## config.mk

```make
export PLATFORM = sky130hd
export DESIGN_NAME = updn_pulse_counter
export DESIGN_NICKNAME = d
export VERILOG_FILES = /design/src/rtl/updn_pkg.sv /design/src/rtl/updn_sync.sv /design/src/rtl/updn_edge.sv /design/src/rtl/updn_core.sv /design/src/rtl/updn_term.sv /design/src/rtl/updn_pulse_counter.sv
export SDC_FILE = /design/constraint.sdc
export NUM_CORES = 1
export LEC_CHECK = 0
export BUFFER_PORTS_ARGS = -buffer_cell sky130_fd_sc_hd__buf_2
export CORE_MARGIN = 2
export CORE_UTILIZATION = 40
export DETAILED_ROUTE_END_ITERATION = 8
export PLACE_DENSITY = 0.64
export SYNTH_ARGS = -nofsm -noshare
export SYNTH_HDL_FRONTEND = slang
export SYNTH_HIERARCHICAL = 1
export SYNTH_SLANG_ARGS = --single-unit
```

## constraint.sdc

```tcl
create_clock -name clk_i -period 2.7 [get_ports clk_i]
set_input_delay 0.405 -clock clk_i [delete_from_list [all_inputs] [get_ports clk_i]]
set_output_delay 0.405 -clock clk_i [all_outputs]
set_load 0.02 [all_outputs]
```

## src/rtl/updn_pkg.sv

```systemverilog
package updn_pkg;
  typedef enum logic [2:0] {
    MODE_IDLE,
    MODE_CLEAR,
    MODE_LOAD,
    MODE_FAULT,
    MODE_UP,
    MODE_DOWN
  } mode_e;
endpackage

```

## src/rtl/updn_sync.sv

```systemverilog
module updn_sync #(
  parameter int              WIDTH   = 8,
  parameter int              STAGES  = 2,
  parameter logic [WIDTH-1:0] RST_VAL = '0
) (
  input  logic             clk_i,
  input  logic             rst_ni,
  input  logic [WIDTH-1:0] d_i,
  output logic [WIDTH-1:0] q_o
);
  localparam int NSTG = (STAGES < 1) ? 1 : STAGES;

  logic [WIDTH-1:0] stage_q [NSTG];

  always_ff @(posedge clk_i or negedge rst_ni) begin
    if (!rst_ni) begin
      for (int i = 0; i < NSTG; i++) stage_q[i] <= RST_VAL;
    end else begin
      stage_q[0] <= d_i;
      for (int i = 1; i < NSTG; i++) stage_q[i] <= stage_q[i-1];
    end
  end

  assign q_o = stage_q[NSTG-1];
endmodule

```

## src/rtl/updn_edge.sv

```systemverilog
module updn_edge (
  input  logic clk_i,
  input  logic rst_ni,
  input  logic up_s_i,
  input  logic dn_s_i,
  output logic up_step_o,
  output logic dn_step_o
);
  logic up_q, dn_q;

  always_ff @(posedge clk_i or negedge rst_ni) begin
    if (!rst_ni) begin
      up_q <= 1'b1;
      dn_q <= 1'b1;
    end else begin
      up_q <= up_s_i;
      dn_q <= dn_s_i;
    end
  end

  // opposite line must be high on both sides of the edge
  assign up_step_o = up_s_i & ~up_q & dn_s_i & dn_q;
  assign dn_step_o = dn_s_i & ~dn_q & up_s_i & up_q;
endmodule

```

## src/rtl/updn_core.sv

```systemverilog
module updn_core
  import updn_pkg::*;
#(
  parameter int WIDTH = 4
) (
  input  logic             clk_i,
  input  logic             rst_ni,
  input  logic             clr_i,
  input  logic             load_ni,
  input  logic             up_s_i,
  input  logic             dn_s_i,
  input  logic             up_step_i,
  input  logic             dn_step_i,
  input  logic [WIDTH-1:0] data_i,
  output logic [WIDTH-1:0] cnt_o,
  output logic             fault_o
);
  localparam logic [WIDTH-1:0] ONE = WIDTH'(1);

  mode_e            mode;
  logic [WIDTH-1:0] cnt_q;
  logic             fault_q;

  always_comb begin
    if (clr_i)                  mode = MODE_CLEAR;
    else if (!load_ni)          mode = MODE_LOAD;
    else if (!up_s_i && !dn_s_i) mode = MODE_FAULT;
    else if (up_step_i)         mode = MODE_UP;
    else if (dn_step_i)         mode = MODE_DOWN;
    else                        mode = MODE_IDLE;
  end

  always_ff @(posedge clk_i or negedge rst_ni) begin
    if (!rst_ni) begin
      cnt_q   <= '0;
      fault_q <= 1'b0;
    end else begin
      unique case (mode)
        MODE_CLEAR: begin
          cnt_q   <= '0;
          fault_q <= 1'b0;
        end
        MODE_LOAD:  cnt_q   <= data_i;
        MODE_FAULT: fault_q <= 1'b1;
        MODE_UP:    cnt_q   <= cnt_q + ONE;
        MODE_DOWN:  cnt_q   <= cnt_q - ONE;
        default:    ;
      endcase
    end
  end

  assign cnt_o   = cnt_q;
  assign fault_o = fault_q;
endmodule

```

## src/rtl/updn_term.sv

```systemverilog
module updn_term #(
  parameter int WIDTH = 4
) (
  input  logic [WIDTH-1:0] cnt_i,
  input  logic             up_s_i,
  input  logic             dn_s_i,
  output logic             carry_no,
  output logic             borrow_no
);
  localparam logic [WIDTH-1:0] TOP = '1;

  assign carry_no  = ~((cnt_i == TOP) & ~up_s_i);
  assign borrow_no = ~((cnt_i == '0)  & ~dn_s_i);
endmodule

```

## src/rtl/updn_pulse_counter.sv

```systemverilog
module updn_pulse_counter
  import updn_pkg::*;
#(
  parameter int WIDTH       = 4,
  parameter int SYNC_STAGES = 2
) (
  input  logic             clk_i,
  input  logic             rst_ni,
  input  logic             up_pulse_i,
  input  logic             dn_pulse_i,
  input  logic             load_ni,
  input  logic             clear_i,
  input  logic [WIDTH-1:0] data_i,
  output logic [WIDTH-1:0] count_o,
  output logic             carry_no,
  output logic             borrow_no,
  output logic             fault_o
);
  localparam int             CW        = WIDTH + 4;
  localparam logic [CW-1:0]  CTRL_IDLE = {1'b0, 1'b1, 1'b1, 1'b1, {WIDTH{1'b0}}};

  logic [CW-1:0]    ctrl_raw, ctrl_s;
  logic             clr_s, load_ns, up_s, dn_s;
  logic [WIDTH-1:0] data_s;
  logic             up_step, dn_step;
  logic [WIDTH-1:0] cnt_q;
  logic             fault_q;

  assign ctrl_raw = {clear_i, load_ni, dn_pulse_i, up_pulse_i, data_i};

  updn_sync #(
    .WIDTH  (CW),
    .STAGES (SYNC_STAGES),
    .RST_VAL(CTRL_IDLE)
  ) u_sync (
    .clk_i (clk_i),
    .rst_ni(rst_ni),
    .d_i   (ctrl_raw),
    .q_o   (ctrl_s)
  );

  assign clr_s   = ctrl_s[CW-1];
  assign load_ns = ctrl_s[CW-2];
  assign dn_s    = ctrl_s[CW-3];
  assign up_s    = ctrl_s[CW-4];
  assign data_s  = ctrl_s[WIDTH-1:0];

  updn_edge u_edge (
    .clk_i    (clk_i),
    .rst_ni   (rst_ni),
    .up_s_i   (up_s),
    .dn_s_i   (dn_s),
    .up_step_o(up_step),
    .dn_step_o(dn_step)
  );

  updn_core #(.WIDTH(WIDTH)) u_core (
    .clk_i    (clk_i),
    .rst_ni   (rst_ni),
    .clr_i    (clr_s),
    .load_ni  (load_ns),
    .up_s_i   (up_s),
    .dn_s_i   (dn_s),
    .up_step_i(up_step),
    .dn_step_i(dn_step),
    .data_i   (data_s),
    .cnt_o    (cnt_q),
    .fault_o  (fault_q)
  );

  updn_term #(.WIDTH(WIDTH)) u_term (
    .cnt_i    (cnt_q),
    .up_s_i   (up_s),
    .dn_s_i   (dn_s),
    .carry_no (carry_no),
    .borrow_no(borrow_no)
  );

  assign count_o = cnt_q;
  assign fault_o = fault_q;
endmodule

```

==> impl_metrics.toml <==
[cells_and_area]
layout_commonest_cell = "buf_2"
drive_gt1_share_pct = 39.5
syn_to_final_growth_pct = 7.53
antenna_cells = 0
final_nets = 94
mostFrequentLayoutCells = "buf_2 (16), dfrtp_1 (15), dfstp_2 (8)"

[drt]
postRouteWirelength_um = 1220
vias = 539
wire_per_inst_um = 11.2
drtIter0Drc = 10
ant_nets = 0
firstDrtPassIters = 4
drc_errors = 0
viasPerCell = 4.94

[placed_design]
dpl_worst_slack_ps = 297
numPortBuffers = 16
place_hpwl_um = 874
gp_congestion = 0.736

[worst_setup_path]
critical_path.top_delay_family = "simple AND/OR/NAND/NOR gates"
path_cells = "and4b_1, nor4bb_4, and2_4, ha_1, o21ai_0, and4b_1, o21bai_1, xor2_1, a211oi_1"
arrival_ps = 2660
critPathKind = "reg2reg"
cp_common_cell = "and4b_1"
crit_cells = 9
cp_max_fo = 5
end_kind = "register"
slowest_stage = "dfstp_2"
crit_buf_inv = 0
reg2reg_depth = 9
cp.required_ps = 2910
cpPeakStageDelay_ps = 540
start_kind = "register"

[clocking]
cts-root-buf = "clkbuf_4"
cts_tree = "built"
clk_pin_slew_worst_paths_ps = 120
htreeDepth = 1
cts_hold_buf = 0
cts_buffer_depth = 2
tritoncts_num_sinks = 23
numCtsBuffers = 3
cts_setup_buffers = 0
cts_resized = 0
clock_latency_ps = 300

[global_route]
grt_max_degree = 24
grt_pass1_wl_um = 2170
track_usage_pct = 10.9
first_global_vias = 519
grt.overflow.total = 0
antenna_found_initial = 0

[timing]
rsz0062_at_grt = "no"
slew_violations = 0
postLayoutSetupSlackWorst_ps = 255
tightest_slew_ps = 468
max_freq_mhz = 409
period_minus_slack_ps = 2450
hold_viol = 0
setup_viol = 0
fin_crit_sh_pct = 90.6
fin_tns_setup_ps = 0
slew_headroom_pct = 68.8
finClkSkew_ps = 5.32

[yosys]
synth.avg_cell_area_um2 = 13.5
synth_top_area_cell = "dfrtp_1"
ys_seq_area_share_pct = 61.8
ys_ff_latch = 23
synth_area_um2 = 947
yosysUniqueCellTypes = 25
synth_warnings = 6
syn-num-nets = 82
synth_top_area_share_pct = 39.6
synth.area.top_cells = "dfrtp_1 (40%), dfstp_2 (22%), buf_4 (6.3%), and4b_1 (3.2%), nor2_1 (2.8%)"
syn_inst = 70

[floorplanning]
start_util_pct = 42.4
rows = 17
die_y_um = 52.7
die_w_um = 52.7
core_um2 = 2230
die-area_um2 = 2770
ios = 17

[hold_path]
hold_path_class = "in2async"

[power]
power_density_nw_per_um2 = 574
vdd_drop_max_v = 0.000374
p_leak_uw = 0.000477

[run]
drv_cap = 0

[outcome]
run_status = "finished clean"
## cells by family (layout without fill, tap and decap cells)
family,after synthesis,in the layout,share of synthesized area [%]
DFF,23,23,61.8
and+or+nand+nor,19,19,13.6
AOI/OAI and AO/OA,12,12,9.51
buffers and inverters,9,20,7.53
xor gates and xnor gates,3,3,2.77
adders and majority gates,2,2,2.64
muxes,2,2,2.11
## area by class of cell
class,count,area (µm²)
timing repair buffer,16,80.1
clock inverter,1,5.00
fill,228,1210
sequential,23,586
clock buffer,3,22.5
tap,28,35.0
multi-input combinational,38,290
## synth_stat cells (all sizes together)
cell     number
dfrtp        15
buf           9
dfstp         8
nor2          7
a211oi        3
and4b         3
xor2          3
a21oi         2
a31oi         2
ha            2
mux2i         2
nand2         2
o21ai         2
a2111oi       1
a22o          1
and2          1
nand4         1
nor2b         1
nor3          1
nor3b         1
nor4bb        1
o21bai        1
or2           1
## path summary, 6_finish.rpt
path                                              start                            to  slack (ps)
setup reg to reg                  u_edge/up_q$_DFF_PN1_   u_core/cnt_o[3]$_DFFE_PN0P_         250
min in group clk_i                              load_ni  u_sync/stage_q[14]$_DFF_PN1_         190
max in group asynchronous                        rst_ni         u_edge/up_q$_DFF_PN1_        2310
hold / removal                                   rst_ni   u_sync/stage_q[8]$_DFF_PN0_          40
hold reg to reg            u_sync/stage_q[11]$_DFF_PN0_       u_sync/q_o[3]$_DFF_PN0_         360
setup / recovery                  u_edge/up_q$_DFF_PN1_   u_core/cnt_o[3]$_DFFE_PN0P_         250
## registers in the layout, indices dropped and copies added (netlist names)
signal and count:
u_core/fault_o 1, u_edge/dn_q 1, u_edge/up_q 1, u_sync/stage_q 8, u_sync/q_o 8, u_core/cnt_o 4
## per-layer routing
layer	share of wire [%]	up-vias	GRT usage, %
met1	46	257	13.2
met2	47	18	17.7
met3	4.8	2	2.57
met5	0	-	0
li1	-	262	-
met4	1.1	0	6.41
## per-stage QoR
| step | util, % | std cells | total power (µW) | hold WS, ps | area, µm² |
|---|---|---|---|---|---|
| global route | 45.6 | 109 | 620 | 43.9 | 1020 |
| global placement | 44.4 | 105 | 443 | 332 | 991 |
| CTS | 45.6 | 109 | 596 | 46.4 | 1020 |
| floorplan | - | 70 | 429 | 109 | 947 |
| finish | 45.6 | 109 | 585 | 39.2 | 1020 |
| detailed placement | 44.4 | 105 | 445 | 336 | 991 |
## where the power goes
| group | internal, µW | switching [µW] |
|---|---|---|
| logic | 23.1 | 29.5 |
| clock network | 55.1 | 92.1 |
| registers | 368 | 16.8 |
| total | 446 | 138 |
Note: power is estimated with default switching activity, not from simulation.
